File: src/rtl/hsk_pkg.sv
package hsk_pkg;
    // Mode state of the handshake block
    typedef enum logic {
        MODE_LIVE = 1'b0,
        MODE_LOOP = 1'b1
    } hsk_mode_e;

    localparam int HSK_LINES = 4;
    // Line indices (also change-flag positions in the status byte)
    localparam int LN_CTS = 0;
    localparam int LN_DSR = 1;
    localparam int LN_RI  = 2;
    localparam int LN_DCD = 3;
    // Control register bit positions
    localparam int CB_DTR  = 0;
    localparam int CB_RTS  = 1;
    localparam int CB_AUX1 = 2;
    localparam int CB_AUX2 = 3;
    localparam int CB_LOOP = 4;
endpackage

File: src/rtl/hsk_sync.sv
module hsk_sync #(
    parameter int          W       = 4,
    parameter int          STAGES  = 2,
    parameter logic [W-1:0] RST_VAL = '1
) (
    input  logic         clk,
    input  logic         rst_n,
    input  logic [W-1:0] d,
    output logic [W-1:0] q
);
    logic [W-1:0] stg [STAGES];

    always_ff @(posedge clk or negedge rst_n) begin
        if (!rst_n) stg[0] <= RST_VAL;
        else        stg[0] <= d;
    end

    for (genvar s = 1; s < STAGES; s++) begin : g_stage
        always_ff @(posedge clk or negedge rst_n) begin
            if (!rst_n) stg[s] <= RST_VAL;
            else        stg[s] <= stg[s-1];
        end
    end

    assign q = stg[STAGES-1];
endmodule

File: src/rtl/hsk_delta.sv
module hsk_delta #(
    parameter int           W          = 4,
    parameter logic [W-1:0] TRAIL_MASK = '0
) (
    input  logic         clk,
    input  logic         rst_n,
    input  logic [W-1:0] cur,
    input  logic         clr,
    output logic [W-1:0] flags
);
    logic [W-1:0] prev_q;
    logic [W-1:0] change;

    // Lines in TRAIL_MASK flag only a 1-to-0 step of the active-high level
    for (genvar i = 0; i < W; i++) begin : g_det
        if (TRAIL_MASK[i]) begin : g_trail
            assign change[i] = prev_q[i] & ~cur[i];
        end else begin : g_any
            assign change[i] = prev_q[i] ^ cur[i];
        end
    end

    always_ff @(posedge clk or negedge rst_n) begin
        if (!rst_n) begin
            prev_q <= '0;
            flags  <= '0;
        end else begin
            prev_q <= cur;
            flags  <= (flags & ~{W{clr}}) | change;
        end
    end
endmodule

File: src/rtl/hsk_modem_ctrl.sv
module hsk_modem_ctrl
    import hsk_pkg::*;
#(
    parameter int SYNC_STAGES = 2
) (
    input  logic       clk,
    input  logic       rst_n,
    input  logic       sel,
    input  logic       wr_en,
    input  logic       rd_en,
    input  logic [7:0] wr_data,
    output logic [7:0] rd_data,
    input  logic       cts_n_i,
    input  logic       dsr_n_i,
    input  logic       ri_n_i,
    input  logic       dcd_n_i,
    output logic       dtr_n_o,
    output logic       rts_n_o,
    output logic       aux1_n_o,
    output logic       aux2_n_o,
    input  logic       tx_shift_i,
    input  logic       line_rx_i,
    output logic       line_tx_o,
    output logic       rx_in_o,
    output logic       lpbk_o,
    output logic       msr_irq_o
);
    localparam int NL = HSK_LINES;
    localparam logic [NL-1:0] RI_TRAIL = NL'(1) << LN_RI;

    hsk_mode_e     mode_q, mode_d;
    logic [NL-1:0] ctl_q;
    logic [NL-1:0] pins_n, pins_n_sync, live_lines, loop_lines, eff_lines;
    logic [NL-1:0] flags;
    logic [NL-1:0] out_pins_n;
    logic          ctl_wr, stat_rd;

    assign ctl_wr  = wr_en && !sel;
    assign stat_rd = rd_en && sel;

    // Mode state register
    always_ff @(posedge clk or negedge rst_n) begin
        if (!rst_n) mode_q <= MODE_LIVE;
        else        mode_q <= mode_d;
    end

    // Mode transitions
    always_comb begin
        mode_d = mode_q;
        unique case (mode_q)
            MODE_LIVE: if (ctl_wr && wr_data[CB_LOOP])  mode_d = MODE_LOOP;
            MODE_LOOP: if (ctl_wr && !wr_data[CB_LOOP]) mode_d = MODE_LIVE;
            default:   mode_d = MODE_LIVE;
        endcase
    end

    // Output-control bits
    always_ff @(posedge clk or negedge rst_n) begin
        if (!rst_n)      ctl_q <= '0;
        else if (ctl_wr) ctl_q <= wr_data[NL-1:0];
    end

    // Input synchronizer (pins idle high)
    assign pins_n[LN_CTS] = cts_n_i;
    assign pins_n[LN_DSR] = dsr_n_i;
    assign pins_n[LN_RI]  = ri_n_i;
    assign pins_n[LN_DCD] = dcd_n_i;

    hsk_sync #(.W(NL), .STAGES(SYNC_STAGES), .RST_VAL('1)) u_sync (
        .clk   (clk),
        .rst_n (rst_n),
        .d     (pins_n),
        .q     (pins_n_sync)
    );

    assign live_lines = ~pins_n_sync;

    // Loopback feeds control bits back as line levels
    assign loop_lines[LN_CTS] = ctl_q[CB_RTS];
    assign loop_lines[LN_DSR] = ctl_q[CB_DTR];
    assign loop_lines[LN_RI]  = ctl_q[CB_AUX1];
    assign loop_lines[LN_DCD] = ctl_q[CB_AUX2];

    // Mode-dependent outputs
    always_comb begin
        unique case (mode_q)
            MODE_LIVE: begin
                eff_lines  = live_lines;
                out_pins_n = ~ctl_q;
                line_tx_o  = tx_shift_i;
                rx_in_o    = line_rx_i;
                lpbk_o     = 1'b0;
            end
            MODE_LOOP: begin
                eff_lines  = loop_lines;
                out_pins_n = '1;
                line_tx_o  = 1'b1;
                rx_in_o    = tx_shift_i;
                lpbk_o     = 1'b1;
            end
            default: begin
                eff_lines  = live_lines;
                out_pins_n = '1;
                line_tx_o  = 1'b1;
                rx_in_o    = line_rx_i;
                lpbk_o     = 1'b0;
            end
        endcase
    end

    assign dtr_n_o  = out_pins_n[CB_DTR];
    assign rts_n_o  = out_pins_n[CB_RTS];
    assign aux1_n_o = out_pins_n[CB_AUX1];
    assign aux2_n_o = out_pins_n[CB_AUX2];

    // Change detection: ring flags only its trailing edge
    hsk_delta #(.W(NL), .TRAIL_MASK(RI_TRAIL)) u_delta (
        .clk   (clk),
        .rst_n (rst_n),
        .cur   (eff_lines),
        .clr   (stat_rd),
        .flags (flags)
    );

    assign msr_irq_o = |flags;
    assign rd_data   = sel ? {eff_lines, flags}
                           : {3'b000, (mode_q == MODE_LOOP), ctl_q};
endmodule

File: config.mk
export PLATFORM = sky130hd
export DESIGN_NAME = hsk_modem_ctrl
export DESIGN_NICKNAME = d
export VERILOG_FILES = /design/src/rtl/hsk_pkg.sv /design/src/rtl/hsk_sync.sv /design/src/rtl/hsk_delta.sv /design/src/rtl/hsk_modem_ctrl.sv
export SDC_FILE = /design/constraint.sdc
export NUM_CORES = 1
export LEC_CHECK = 0
export BUFFER_PORTS_ARGS = -buffer_cell sky130_fd_sc_hd__clkbuf_2
export CAP_MARGIN = 10
export CELL_PAD_IN_SITES_DETAIL_PLACEMENT = 1
export CELL_PAD_IN_SITES_GLOBAL_PLACEMENT = 2
export CORE_ASPECT_RATIO = 1.4
export CORE_MARGIN = 2
export CORE_UTILIZATION = 30
export CTS_CLUSTER_SIZE = 16
export DETAILED_ROUTE_END_ITERATION = 12
export PLACE_DENSITY_LB_ADDON = 0.2
export SLEW_MARGIN = 20
export SYNTH_ARGS = -nofsm -noshare
export SYNTH_HDL_FRONTEND = slang
export SYNTH_SLANG_ARGS = --single-unit
File: constraint.sdc
create_clock -name clk -period 3.47 [get_ports clk]
set_input_delay 0.694 -clock clk [delete_from_list [all_inputs] [get_ports clk]]
set_output_delay 0.694 -clock clk [all_outputs]
set_load 0.05 [all_outputs]
==> Yosys cells after proc, flatten, opt, wreduce, memory -nomap -nowiden <==
Index checks and enable logic that the tools add are counted.
{ "word_totals": {"register_bits": 21, "in_bits": 19, "output_inout_bits": 16} }
{ "op_classes": {"mux": 9, "n_bitwise": 11, "n_reduce_logical": 7} }
{ "op_table": {"columns": ["cell", "n"], "rows": [
  ["$pmux W4 S2", 2],
  ["$not A4 Y4", 3],
  ["$mux W8", 1],
  ["$pmux W1 S2", 4],
  ["$and A4 B4 Y4", 1],
  ["$logic_and A1 B1 Y1", 4],
  ["$or A4 B4 Y4", 1],
  ["$reduce_or A4 Y1", 1],
  ["$xor A1 B1 Y1", 3],
  ["$logic_not A1 Y1", 2],
  ["$mux W1", 2],
  ["$not A1 Y1", 2],
  ["$and A1 B1 Y1", 1]
]} }

==> Longest topological paths before layout <==
{ "logic_depth": {"depth_word": 5, "ltp_mapped": 4, "depth_no_buf": 3} }

==> By module <==
Synthesis repeated with hierarchy kept, for this count alone.
{ "unflattened": {"hier_cells": 77, "hier_area_um2": 932.1} }
{ "by_module_without_submodules": {"columns": ["module", "instances", "cells_per_inst", "area_per_inst_um2", "seq_area_each_um2"], "rows": [
  ["hsk_modem_ctrl", 1, 45, 425.4, 125.1],
  ["hsk_delta", 1, 20, 266.5, 200.2],
  ["hsk_sync", 1, 12, 240.2, 210.2]
]} }

==> Least setup slack after synthesis <==
OpenSTA, ideal clock, no wires.
{ "synth_path": {"path_type": "input to output", "startpoint": "in sel", "endpoint": "out rd_data[2]", "t_arrival_ns": 1.943, "t_required_ns": 2.776, "setup_slack_ns": 0.833, "cell_stages": 2, "path_buffers": 1, "cell_sequence": "buf_2 o21ai_0"} }
{ "synth_between": {"elab_chain_len": 1} }
{ "synth_rtl": {"columns": ["item", "line_no", "rtl"], "rows": [
  ["start: declaration", "hsk_modem_ctrl.sv:8", "input logic sel,"],
  ["$mux W8", "hsk_modem_ctrl.sv:126", "assign rd_data = sel ? {eff_lines, flags}"],
  ["end: declaration", "hsk_modem_ctrl.sv:12", "output logic [7:0] rd_data,"]
]} }
Every way passes these cells.

==> run metrics <==
Vias=659; initial antenna violation count=0; IO Pins=35; root buf cell=clkbuf_8; Setup-failing EPs final=0; share of cells above drive strength 1=0.491; Final Power=about 670 uW; CP Data Arrival Time=1.71 ns; final instance area=1120 um2; Synth area leaders=dfrtp_1, dfstp_2, mux2_2, and2_1, nand2_1; unrepaired setup endpoints after global routing=no; Core Area=2850 um2; Die H=68.3 um; Nets=128; Tightest Pin Transition=0.542 ns; post_cts resized=0; maximum clock rate=416 MHz; final core occ=0.392; Iter 0 DRT Violations=6; CTS tree=built; DR pass1 iterations=3; Syn Area/Cell=11.7 um2; Site Rows=23; EDFF count, synth=0; Critical Path Start Type=flop; crit-path max FO=16; Routed Antenna Nets=0; mapped cell area=887 um2; Largest stage delay, worst path=0.56 ns; Non-Filler Instances=145; wire length per cell=12.2 um; antenna cells=0; Slew headroom=0.639; Residual DRC=0; clock sink total=21; worst clock skew=0.00336 ns; DP Area=1070 um2; Lkg Pwr=between 0.5 and 0.6 nW; GP Congestion=0.756; post-CTS setup buffers=0; Ys Warns=0; clock latency on the worst-skew pair=0.25 ns; Crit Path Class=flop to output pin; CP Capture Type=output pin; Setup TNS=0 ns; Final Hold Fails=0; Most used DFF post-synth=dfrtp_1; setup ws final=1.07 ns; cell taking the most area after synthesis=dfrtp_1; Async SR Flop Fraction=1.00; FILL cells=342; crit path cell chain=or2_2, a31oi_1, clkbuf_2; global-route wire length before repair=3020 um; total gr overflow=0; max-cap check violation count=0; Max Slew Vio Count=0; IO buf count=31; Initial Util=0.311; synthesis-to-finish area growth=26.0%; Hold Slack=0.360 ns; status=finished clean; HPWL Detailed=1360 um; die width=50.0 um; Synth Register Bits=21; syn_nets=between 90 and 100; top cell type's share of synthesized area=0.367; largest net degree at the start of global routing=22; most frequent cell after synthesis=dfrtp_1; vias in the first global route=651; Via density=4.54; Hold Buf Count CTS=0; Post-Place Cells=141; PwrDens=603 nW/um2; pre-CTS WS=1.23 ns; Hold WC Path Type=flop to flop; top post-synthesis cells by count=dfrtp_1, dfstp_2, mux2_2, nand2_1; routed wire length=1760 um; Die Area=3410 um2; H-tree Lvls=1; area of the multi-input gates=324 um2; worst path required time=2.78 ns; Peak VDD IR=0.000269 V; CP max-delay cell=dfrtp_1; Total GRT Usage=0.121; fin crit share=0.693; Worst-path clk slew=0.07 ns; post-synthesis sequential area ratio=0.604; Clock Path Buffers=2; Distinct cells, synth=24; FF/Latch Area=roughly 540 um2; TritonCTS buffer count=3; fin crit period=2.40 ns; Mapped Cells=76
area by class of cell:
class                   count  area share
well taps                  37      0.0414
repair buffers             31       0.139
clock buffers               4      0.0403
inverters                   3      0.0101
flip-flops and latches     21       0.479
multi-input cells          49       0.290
state kept, by name, indices dropped and copies added (netlist names), named ones only:
register,count
ctl_q,4
u_delta.flags,4
u_delta.prev_q,4
u_sync.q,4
u_sync.stg,4
final timing paths:
kind | start | end | slack [ns] | cells after the start
setup / recovery | flop | rd_data[4] | 1.07 | 3
hold / removal | u_sync.stg[7]$_DFF_PN1_ | u_sync.q[3]$_DFF_PN1_ | 0.36 | 0
setup reg to reg | flop | u_delta.flags[3]$_DFF_PN0_ | 2.06 | 3
hold reg to reg | u_sync.stg[7]$_DFF_PN1_ | u_sync.q[3]$_DFF_PN1_ | 0.36 | 0
max in group asynchronous | rst_n | u_sync.q[2]$_DFF_PN1_ | 2.69 | 1
min in group asynchronous | rst_n | u_delta.prev_q[1]$_DFF_PN0_ | 0.41 | 1
cells by family after synthesis:
group / share of synthesized area
buf+inv: 0.0310
mux: 0.113
flops: 0.604
simple gates: 0.209
compound gates: 0.0437
power by group:
part / switching (mW) / internal [mW] / leakage (nW)
clock network: 0.0713 / 0.0815 / 0.0228
registers: 0.0277 / 0.281 / 0.233
logic: 0.146 / 0.0653 / 0.273
critical path: cells and delay by family (launching register included):
family | cells | cell delay (ns)
DFF | 1 | 0.56
buffers and inverters | 1 | 0.30
AOI/OAI and AO/OA | 1 | 0.18
and+or+nand+nor | 1 | 0.41
cells in the final DEF, fill, tap and decap left out, drive strengths merged:
cell and instances:
a21o 1, a31oi 1, and2 5, clkbuf 35
dfrtp 13, dfstp 8, inv 3, mux2 8
mux2i 1, nand2 8, nand2b 4, nand3 3
nor2 3, nor2b 3, nor3 1, o21ai 5
or2 3, or3 1, or3b 1, or4 1
metal layers:
metal | vias to the layer above | share of wire | track usage
met5 | - | 0 | 0
met1 | 327 | 0.45 | 0.138
met4 | 0 | 0.012 | 0.0625
li1 | 311 | - | -
met3 | 2 | 0.046 | 0.0197
met2 | 19 | 0.49 | 0.217
(Power assumes the default switching activity.)
